[config.mk]
export PLATFORM = sky130hd
export DESIGN_NAME = pwmpair_top
export DESIGN_NICKNAME = d
export VERILOG_FILES = /design/src/rtl/pwmpair_pkg.sv /design/src/rtl/pwmpair_tick_sel.sv /design/src/rtl/pwmpair_mode_fsm.sv /design/src/rtl/pwmpair_core.sv /design/src/rtl/pwmpair_top.sv
export SDC_FILE = /design/constraint.sdc
export NUM_CORES = 1
export LEC_CHECK = 0
export BUFFER_PORTS_ARGS = -buffer_cell sky130_fd_sc_hd__buf_2
export CAP_MARGIN = 20
export CORE_MARGIN = 2
export CORE_UTILIZATION = 30
export CTS_BUF_LIST = sky130_fd_sc_hd__clkbuf_8
export CTS_CLUSTER_SIZE = 12
export DETAILED_ROUTE_END_ITERATION = 6
export HOLD_SLACK_MARGIN = 0.12
export SYNTH_ARGS = -nofsm -noshare
export SYNTH_HDL_FRONTEND = slang
export SYNTH_SLANG_ARGS = --single-unit
export TNS_END_PERCENT = 30
[constraint.sdc]
create_clock -name clk -period 3.98 [get_ports clk]
set_clock_uncertainty 0.05 [all_clocks]
set_input_delay 0.199 -clock clk [delete_from_list [all_inputs] [get_ports clk]]
set_output_delay 0.199 -clock clk [all_outputs]
set_load 0.02 [all_outputs]
[src/rtl/pwmpair_pkg.sv]
package pwmpair_pkg;
    typedef enum logic [0:0] {
        MODE_SPLIT = 1'b0,
        MODE_JOIN  = 1'b1
    } mode_e;
endpackage

[src/rtl/pwmpair_tick_sel.sv]
module pwmpair_tick_sel (
    input  logic tick_a,
    input  logic tick_b,
    input  logic sel,
    output logic tick
);
    always_comb begin
        tick = sel ? tick_b : tick_a;
    end
endmodule

[src/rtl/pwmpair_mode_fsm.sv]
module pwmpair_mode_fsm
    import pwmpair_pkg::*;
(
    input  logic  clk,
    input  logic  rst,
    input  logic  cat,
    output mode_e mode,
    output logic  clr
);
    mode_e state_q, state_d;

    // State register
    always_ff @(posedge clk) begin
        if (rst) state_q <= MODE_SPLIT;
        else     state_q <= state_d;
    end

    // Next state: T_JOIN and T_SPLIT
    always_comb begin
        state_d = state_q;
        unique case (state_q)
            MODE_SPLIT: if (cat)  state_d = MODE_JOIN;
            MODE_JOIN:  if (!cat) state_d = MODE_SPLIT;
            default:    state_d = MODE_SPLIT;
        endcase
    end

    // Outputs: a taken transition clears the counters
    always_comb begin
        mode = state_q;
        clr  = 1'b0;
        unique case (state_q)
            MODE_SPLIT: clr = cat;
            MODE_JOIN:  clr = !cat;
            default:    clr = 1'b1;
        endcase
    end

    // the state never stays behind a different mode request
    a_r9_mode_follows: assert property (@(posedge clk) disable iff (rst)
        (cat != (state_q == MODE_JOIN)) |=> (state_q == ($past(cat) ? MODE_JOIN : MODE_SPLIT)));
endmodule

[src/rtl/pwmpair_core.sv]
module pwmpair_core #(
    parameter int W = 8
) (
    input  logic         clk,
    input  logic         rst,
    input  logic         joined,
    input  logic         clr,
    input  logic         en1,
    input  logic         en2,
    input  logic [W-1:0] per1,
    input  logic [W-1:0] duty1,
    input  logic [W-1:0] per2,
    input  logic [W-1:0] duty2,
    output logic         pwm1,
    output logic         pwm2
);
    localparam int JW = 2 * W;
    localparam logic [W-1:0]  ONE_W = 1;
    localparam logic [JW-1:0] ONE_J = 1;

    logic [W-1:0]  c1_q, c2_q, c1_n, c2_n;
    logic [JW-1:0] jcnt, jper, jduty, jcnt_n;

    always_comb begin
        jcnt   = {c1_q, c2_q};
        jper   = {per1, per2};
        jduty  = {duty1, duty2};
        c1_n   = (c1_q >= per1) ? '0 : c1_q + ONE_W;
        c2_n   = (c2_q >= per2) ? '0 : c2_q + ONE_W;
        jcnt_n = (jcnt >= jper) ? '0 : jcnt + ONE_J;
    end

    always_ff @(posedge clk) begin
        if (rst || clr) begin
            c1_q <= '0;
            c2_q <= '0;
        end else if (joined) begin
            if (en2) {c1_q, c2_q} <= jcnt_n;
        end else begin
            if (en1) c1_q <= c1_n;
            if (en2) c2_q <= c2_n;
        end
    end

    always_comb begin
        pwm1 = !joined && (c1_q < duty1);
        pwm2 = joined ? (jcnt < jduty) : (c2_q < duty2);
    end

    a_r9_clear_zero: assert property (@(posedge clk) disable iff (rst)
        clr |=> (c1_q == '0 && c2_q == '0));
    a_r5_hold_split: assert property (@(posedge clk) disable iff (rst)
        (!joined && !clr && !en1) |=> $stable(c1_q));
    a_r11_wrap_split: assert property (@(posedge clk) disable iff (rst)
        (!joined && !clr && en1 && c1_q >= per1) |=> (c1_q == '0));
    a_r6_join_step: assert property (@(posedge clk) disable iff (rst)
        (joined && !clr && en2 && jcnt < jper) |=> (jcnt == $past(jcnt) + ONE_J));
endmodule

[src/rtl/pwmpair_top.sv]
module pwmpair_top
    import pwmpair_pkg::*;
#(
    parameter int W = 8
) (
    input  logic         clk,
    input  logic         rst,
    input  logic         cat_i,
    input  logic         tick_a_i,
    input  logic         tick_b_i,
    input  logic         sel1_i,
    input  logic         sel2_i,
    input  logic [W-1:0] per1_i,
    input  logic [W-1:0] duty1_i,
    input  logic [W-1:0] per2_i,
    input  logic [W-1:0] duty2_i,
    output logic         pwm1_o,
    output logic         pwm2_o
);
    localparam int NCH = 2;

    logic [NCH-1:0] sel_v, en_v;
    mode_e          mode;
    logic           clr;

    assign sel_v = {sel2_i, sel1_i};

    for (genvar g = 0; g < NCH; g++) begin : g_tick
        pwmpair_tick_sel u_sel (
            .tick_a (tick_a_i),
            .tick_b (tick_b_i),
            .sel    (sel_v[g]),
            .tick   (en_v[g])
        );
    end

    pwmpair_mode_fsm u_fsm (
        .clk  (clk),
        .rst  (rst),
        .cat  (cat_i),
        .mode (mode),
        .clr  (clr)
    );

    pwmpair_core #(.W(W)) u_core (
        .clk    (clk),
        .rst    (rst),
        .joined (mode == MODE_JOIN),
        .clr    (clr),
        .en1    (en_v[0]),
        .en2    (en_v[1]),
        .per1   (per1_i),
        .duty1  (duty1_i),
        .per2   (per2_i),
        .duty2  (duty2_i),
        .pwm1   (pwm1_o),
        .pwm2   (pwm2_o)
    );

    a_r7_pin1_low: assert property (@(posedge clk) disable iff (rst)
        (mode == MODE_JOIN) |-> !pwm1_o);
    a_r10_zero_duty: assert property (@(posedge clk) disable iff (rst)
        (mode == MODE_SPLIT && duty2_i == '0) |-> !pwm2_o);
endmodule

# After elaboration in Yosys (flattened, before gate mapping)
# Index checks and enable logic that the tools add are counted.
dict set report totals {
  reg_bits 17
  inputBits 39
  out_inout_bits 2
  elab_cells 34
}
dict set report classes {
  addsub 3
  order_cmp 6
  eq_ne 1
  muxes 14
  n_bitwise 1
  reduce_logical 6
}
# op n
set ops {}
lappend ops {{$mux W8} 8}
lappend ops {{$add A16 B1 Y16 const B} 1}
lappend ops {{$add A8 B1 Y8 const B} 2}
lappend ops {{$ge A16 B16 Y1} 1}
lappend ops {{$ge A8 B8 Y1} 2}
lappend ops {{$lt A16 B16 Y1} 1}
lappend ops {{$lt A8 B8 Y1} 2}
lappend ops {{$mux W16} 1}
lappend ops {{$mux W1} 4}
lappend ops {{$logic_not A1 Y1} 2}
lappend ops {{$ne A2 B2 Y1 const B} 1}
lappend ops {{$pmux W1 S2} 1}
lappend ops {{$reduce_and A2 Y1} 1}
lappend ops {{$reduce_bool A2 Y1} 1}
lappend ops {{$logic_and A1 B1 Y1} 1}
lappend ops {{$logic_or A1 B1 Y1} 1}
lappend ops {{$not A1 Y1} 1}

# Logic depth before layout (Yosys ltp)
# Gate-level depths: netlist (run 1).
dict set report logic_depth {
  ltp_word 4
  ltp_mapped 10
  mapped_depth_nobuf 9
}

# Cells and area by module
# A second synthesis (run 1) with hierarchy kept.
dict set report unflattened {
  hier_cells 271
  hier_area_um2 2135.8
}
# module n_inst cells_each area_per_inst_um2 seq_area_each_um2
set modules_own_cells {}
lappend modules_own_cells {pwmpair_core 1 266 2070.7 320.3}
lappend modules_own_cells {pwmpair_mode_fsm 1 3 35.0 20.0}
lappend modules_own_cells {pwmpair_tick_sel 2 1 15.0 0.0}

# Least setup slack after synthesis (run 1)
# Ideal clock, no wire load.
dict set report synth_timing {
  path_kind {register -> register}
  start {register u_core.c1_q[2]}
  end {register u_core.c1_q[2]}
  setup_ps 74
  arrival_ps 2193
  required_ps 3856
  slack_ps 1663
  path_stages_with_launch 8
  n_path_buf 0
  period_less_slack_ps 2317
  cell_sequence {dfxtp_1 -> ha_1 -> a21o_1 -> a311o_1 -> a211oi_4 -> a21oi_2 -> or4b_1 -> a31oi_1}
}
dict set report synth_between {
  elab_chain_len 4
  word_cells_on_any_way 9
  classes_between {2 x add/sub; 2 x order compare; 5 x mux}
}
# element line
set synth_lines {}
lappend synth_lines {{start, declared} pwmpair_core.sv:21} ;# logic [W-1:0] c1_q, c2_q, c1_n, c2_n;
lappend synth_lines {{start signal, assigned} pwmpair_core.sv:38} ;# if (en2) {c1_q, c2_q} <= jcnt_n;
lappend synth_lines {{start signal, assigned} pwmpair_core.sv:40} ;# if (en1) c1_q <= c1_n;
lappend synth_lines {{$add A16 B1 Y16, or another cell as far along} pwmpair_core.sv:30} ;# jcnt_n = (jcnt >= jper) ? '0 : jcnt + ONE_J;
lappend synth_lines {{$mux W16 or $mux W8 (tied branches)} {pwmpair_core.sv:30, pwmpair_core.sv:28}}
lappend synth_lines {{$mux W8 (on tied branches)} {pwmpair_core.sv:38, pwmpair_core.sv:40}}
lappend synth_lines {{$mux W8 *} pwmpair_core.sv:37} ;# end else if (joined) begin
# Every way passes the cells marked *; elsewhere a longest branch is shown, timed or not. The select of a mux whose other input is x is not followed.
# A chain may end at the register's enable or synchronous reset.

# Final worst setup path (run 1)
dict set report layout_timing {
  start {register u_core.c2_q[0]}
  end {register u_core.c1_q[2]}
}
dict set report layout_between {
  elab_chain_len 4
  word_cells_on_any_way 5
  classes_between {1 x add/sub; 1 x order compare; 3 x mux}
}
# element line
set layout_lines {}
lappend layout_lines {{start, declared} pwmpair_core.sv:21}
lappend layout_lines {{start signal, assigned} pwmpair_core.sv:38}
lappend layout_lines {{start signal, assigned} pwmpair_core.sv:41} ;# if (en2) c2_q <= c2_n;
lappend layout_lines {{$add A16 B1 Y16 or $ge A16 B16 Y1 (tied branches)} pwmpair_core.sv:30}
lappend layout_lines {{$mux W16 *} pwmpair_core.sv:30}
lappend layout_lines {{$mux W8 *} pwmpair_core.sv:38}
lappend layout_lines {{$mux W8 *} pwmpair_core.sv:37}
# Marks and branches as above.

==> impl_metrics.ini, run 1 <==
[min_path]
min_path_type = in -> reg

[sta]
drv_slew = 0
hold_viol = 0
slew_headroom = 0.5045
period_minus_slack_ps = 2773
rsz0062_at_grt = false
period_share = 0.6968
fmax_mhz = 360.6
setup_tns_ps = 0
setup_viol = 0
worst_pin_slew_ps = 722.5
worst_hold_slack_ps = 133.8

[setup_path]
cp_num_buf_inv = 1
cp-end-kind = flip-flop
worst_r2r_path_depth = 9
critical_path.top_delay_family = simple AND/OR/NAND/NOR gates
cp_slowest_cell = and4bb_1
start_kind = flip-flop
required_ps = 4120
worstPathCellList = inv_1 -> ha_1 -> nand2b_1 -> a2111o_1 -> nand4_1 -> and4bb_1 -> a21oi_2 -> or4b_1 -> a31oi_1
worstPathMaxFanout = 12
path_class = reg -> reg
r2r_slack_ps = 1210
endpoint = u_core.c1_q[2]$_SDFFE_PP0P_
timing.rr.start = u_core.c2_q[0]$_SDFFE_PP0P_
cp.arrival_ps = 2910
reg2reg_to = u_core.c1_q[2]$_SDFFE_PP0P_
cpPeakStageDelay_ps = 490
crit_cells = 9
cp-startpoint = u_core.c2_q[0]$_SDFFE_PP0P_

[synthesis]
synth_area_um2 = 1934
synth_compound_area_frac = 0.2536
synth-edff-count = 0
synth.area.top_cells = ha_1 23%, dfxtp_1 18%, inv_1 6.4%, o21ai_0 4.9%, a21oi_1 3.9%
synthCells = 256
synth_top_flop_cell = dfxtp_1
yosys.area.top_type = ha_1
yosys.area_share.simple = 0.2451
synth_top_family_by_area = compound AO/OA/AOI/OAI gates
ys_ff_latch = 17
async_reset_ff_frac = 0
synth-xor-area-share = 0.004528
synthMuxAreaShare = 0.02135
synth_commonest_cells = 35 x ha_1, 33 x inv_1, 19 x nand2_1, 19 x o21ai_0, 17 x dfxtp_1
yosys_warnings = 0
syn_area_per_cell_um2 = 7.556
yosysMostFrequentCell = ha_1
yosysTopAreaCellShare = 0.2264
seq_area_frac_synth = 0.1759
ys_types = 48
synth_fa_ha_area_frac = 0.2264
synth_nets = 330

[placed_design]
dp_hpwl_um = 3790
postPlaceCellArea_um2 = 2213
io_buffers = 40
place_congestion = 0.8369

[floorplan]
io_pins = 41
fp.coreArea_um2 = 6277
initial_core_util = 0.3082
fp.dieW_um = 84.30
die_y_um = 84.30
rows = 29
die_area_um2 = 7106

[final_layout]
fillers = 680
drive_gt1_frac = 0.1616
syn2layout_area_growth_pct = 17.34
diodes = 0
fin_area_um2 = 2270
final_nets = 372

[clock_tree]
htree_levels = 1
clk_pin_slew_ps = 80
cts.repair.resized = 0
numCtsBuffers = 3
cts_sinks = 17
clock_path_buffers = 2
clk_latency_ps = 260
cts_tree = built
cts-root-buf = clkbuf_8

[power]
peakVddDrop_mv = 0.08483
leakage_uw = 0.001173
power.density_nw_per_um2 = 180.9

[drt]
post_drt_wl_per_cell_um = 12.56
drt_iter0_drc = 75
vias_per_cell = 5.163
drt_pre_antenna_iters = 4
wl_um = 4696
ant_nets = 0
drcViolationCount = 0
dr_total_vias = 1931

[global_route]
grt_pass1_wl_um = 7831
overflow = 0
grt_max_degree = 13
grt_use_total = 0.1323
grt_pass1_vias = 1827
antenna_found_initial = 0

[flow_run]
maxCapViolations = 0

[run_status]
status = complete, no violations
==> layout by cell type, fill, tap and decap left out, types with 2 or more instances in the layout <==
| cell | instances |
|---|---|
| a21oi_1 | 15 |
| nor3_1 | 8 |
| o21ai_0 | 19 |
| dfxtp_1 | 17 |
| nand4_1 | 8 |
| clkbuf_8 | 3 |
| a22o_1 | 4 |
| or3_1 | 2 |
| nor2b_1 | 6 |
| and2_1 | 2 |
| nand2b_1 | 6 |
| buf_2 | 40 |
| nand2_1 | 19 |
| a31oi_1 | 5 |
| a21o_1 | 8 |
| nor2_1 | 12 |
| nand3_1 | 11 |
| a221oi_1 | 3 |
| inv_1 | 33 |
| and3_1 | 7 |
| nor3b_1 | 2 |
| mux2i_1 | 3 |
| ha_1 | 35 |
| a21boi_0 | 3 |
==> sequential cells by signal (all words and copies together) (netlist names) <==
signal and cells:
u_core.c1_q 8, u_fsm.mode 1, u_core.c2_q 8
==> worst min path at each step <==
| stage | cells after the start | startpoint | endpoint |
|---|---|---|---|
| 6_report | 2 | cat_i | u_fsm.mode$_SDFF_PP0_ |
| 4_1_cts | 2 | cat_i | u_fsm.mode$_SDFF_PP0_ |
| 2_1_floorplan | 1 | rst | u_fsm.mode$_SDFF_PP0_ |
| 3_5_place_dp | 2 | rst | u_fsm.mode$_SDFF_PP0_ |
| 5_1_grt | 2 | cat_i | u_fsm.mode$_SDFF_PP0_ |
| 3_3_place_gp | 2 | rst | u_fsm.mode$_SDFF_PP0_ |
==> area by class of cell <==
class | instances | area, um2 | share of cell area
inverters | 33 | 123.9 | 0.05458
well taps | 77 | 96.34 | 0.04245
clock buffers | 3 | 41.29 | 0.01819
clock inverters | 1 | 5.005 | 0.002205
repair buffers | 41 | 210.2 | 0.09261
flip-flops and latches | 17 | 340.3 | 0.1499
multi-input cells | 202 | 1453 | 0.6400
==> logic make-up (layout without fill, tap and decap cells) <==
kind of cell	count (synthesis)	in the layout
compound gates	73	73
xor+xnor	1	1
fa+ha+maj	35	35
buf+inv	37	78
flops	17	17
mux	4	4
simple gates	89	89
==> per-stage QoR <==
step | power, uW | worst slack [ps] | utilization | std cells
global placement | 274.9 | 1276 | 0.3526 | 369
global route | 437.3 | 1023 | 0.3616 | 374
detailed placement | 276.3 | 1226 | 0.3526 | 369
floorplan | 240.3 | 1663 | - | 256
CTS | 413.8 | 1204 | 0.3616 | 374
finish | 410.5 | 1207 | 0.3616 | 374
==> report_power, final <==
group	internal, uW	switching [uW]	leakage, uW
clock network	69.6	68.0	0.0000255
registers	172	5.28	0.000137
logic	42.6	52.7	0.00101
total	284	126	0.00117
==> metal layers <==
layer	wire length (um)	track usage	part of all wire
met5	0	0	0
met4	65	0.04985	0.014
met3	219	0.01967	0.047
met2	1986	0.2114	0.42
met1	2424	0.1799	0.52
==> repair_timing <==
action,4_1_cts,5_1_grt
endpoints found under the hold margin,1,0
setup buffers,0,0
setup endpoints to repair,0,0
hold buffers,1,0
No activity file was read; power rests on OpenSTA's default activity.
==> run 2, diff against run 1 <==
==> constraint.sdc (replaced) <==
create_clock -name clk -period 2.45 [get_ports clk]
set_clock_uncertainty 0.05 [all_clocks]
set_input_delay 0.1225 -clock clk [delete_from_list [all_inputs] [get_ports clk]]
set_output_delay 0.1225 -clock clk [all_outputs]
set_load 0.02 [all_outputs]
==> run 2 against run 1 <==
  * Global-route usage grew 0.62 points
  * Worst hold slack better by 160 ps
  * Power grew 65%
  * First-iteration DRC count increased by 63%
  * Sequential cell count stayed put
  * Setup slack got worse by 1000 ps
  * Sequential power rose by 60%
  * Fmax increased by 22%
  * Non-clock buffer count up 19
  * Register-to-register slack worse by 1000 ps
  * Largest power group unchanged
  * Highest routed layer unchanged
==> impl_metrics.ini, run 2 (same netlist as run 1, synthesis figures left out) <==
[setup_path]
path_class = reg -> reg
cp-end-kind = flip-flop
timing.rr.start = u_core.c2_q[0]$_SDFFE_PP0P_
r2r_slack_ps = 180
reg2reg_to = u_core.c1_q[2]$_SDFFE_PP0P_
cp.arrival_ps = 2420
cp-startpoint = u_core.c2_q[0]$_SDFFE_PP0P_
start_kind = flip-flop
endpoint = u_core.c1_q[2]$_SDFFE_PP0P_
worst_r2r_path_depth = 9
worstPathMaxFanout = 2
required_ps = 2590

[sta]
rsz0062_at_grt = false
fmax_mhz = 440.1
worst_pin_slew_ps = 741.8
setup_tns_ps = 0
period_minus_slack_ps = 2272
slew_headroom = 0.4913
setup_viol = 0
drv_slew = 0
hold_viol = 0
period_share = 0.9273

[power]
power.density_nw_per_um2 = 280.5
leakage_uw = 0.001274
peakVddDrop_mv = 0.1523
power.total_uw = 678.0

[drt]
drcViolationCount = 0
drt_iter0_drc = 122
vias_per_cell = 5.140
ant_nets = 0
dr_total_vias = 2020
wl_um = 4835
post_drt_wl_per_cell_um = 12.30
drt_pre_antenna_iters = 5

[global_route]
grt_pass1_wl_um = 8204
overflow = 0
met1_usage = 0.1944
grt_use_total = 0.1386
grt.busiest_layer = met2
use_met2 = 0.2193
antenna_found_initial = 0
grt_util_met3 = 0.01278
grt_max_degree = 12
grt_pass1_vias = 1923

[final_layout]
final_nets = 391
final_util = 0.3851
diodes = 0
fillers = 645
layout_common_cells = 40 x buf_2, 35 x ha_1, 34 x inv_1
final_common_cell = buf_2
drive_gt1_frac = 0.2120
syn2layout_area_growth_pct = 24.97

[clock_tree]
numCtsBuffers = 3
post-cts-setup-buffers = 0
cts_sinks = 17
clk_pin_slew_ps = 80
htree_levels = 1
clock_path_buffers = 2
cts_tree = built
cts-root-buf = clkbuf_8
clk_latency_ps = 260

[floorplan]
initial_core_util = 0.3082
die_area_um2 = 7106
fp.dieW_um = 84.30
fp.coreArea_um2 = 6277
die_y_um = 84.30
io_pins = 41
rows = 29

[min_path]
hold_start = cat_i
min_path_type = in -> reg

[placed_design]
place_congestion = 0.8777
io_buffers = 40
dp_hpwl_um = 4015

[flow_run]
maxCapViolations = 0

[run_status]
status = complete, no violations
[run 2: changes by cell type in the layout (fill, tap and decap cells not counted)]
| cell | change |
|---|---|
| dfxtp_1 | -1 |
| buf_4 | +18 |
| nor2_1 | -1 |
| inv_1 | +1 |
| nor2_2 | +1 |
| dlygate4sd3_1 | +1 |
| dfxtp_2 | +1 |
| clkinv_2 | -1 |
[run 2: repair_timing]
| item | in CTS | in global routing |
|---|---|---|
| hold endpoints to repair | 1 | 0 |
| endpoints found under the setup margin | 0 | 5 |
| resized for setup | 0 | 2 |
| hold buffers | 2 | 0 |
[run 2: stage by stage]
step           cell area [um2]  hold WS (ps)  setup WS [ps]  std cells
6_report                  2417         298.6          178.0        393
5_1_grt                   2417         348.5          6.285        393
4_1_cts                   2414         320.3          57.66        393
3_5_place_dp              2349         272.6          87.26        387
3_3_place_gp              2349         266.9          121.2        387
2_1_floorplan             1934         144.1          132.9        256
[run 2: worst max-delay path, cell delays in order, from the launching register on]
cell,delay (ps)
dfxtp_1,330
inv_1,60
ha_1,260
nand2b_1,140
a2111o_1,390
nand4_1,90
and4bb_1,230
a21oi_2,70
or4b_1,460
a31oi_1,130
[run 2: how the worst min path moves through the flow]
stage                                        endpoint  slack [ps]  cells after the start
after floorplan                 u_fsm.mode$_SDFF_PP0_         140                      1
after global placement          u_fsm.mode$_SDFF_PP0_         270                      2
after detailed placement        u_fsm.mode$_SDFF_PP0_         270                      2
after CTS                 u_core.c1_q[0]$_SDFFE_PP0P_         320                      4
after global routing      u_core.c1_q[1]$_SDFFE_PP0P_         350                      5
final                     u_core.c1_q[0]$_SDFFE_PP0P_         300                      4
[run 2: final cells by class]
class	instances	area, um2	area share
multi-input cells	202	1455	0.6020
repair buffers	60	355.3	0.1470
flip-flops and latches	17	341.6	0.1413
inverters	33	123.9	0.05124
well taps	77	96.34	0.03986
clock buffers	3	41.29	0.01708
clock inverters	1	3.754	0.001553
[run 2: report_power, final]
group | switching [uW] | internal (uW) | leakage, uW | total [uW]
clock network | 110 | 112 | 0.0000269 | 222
logic | 92.9 | 79.6 | 0.00111 | 172
registers | 3.63 | 280 | 0.000138 | 284
[run 2: layer usage]
metal,vias to the layer above,part of all wire
li1,1057,-
met3,5,0.041
met5,-,0
met1,905,0.52
met4,0,0.014
met2,53,0.43
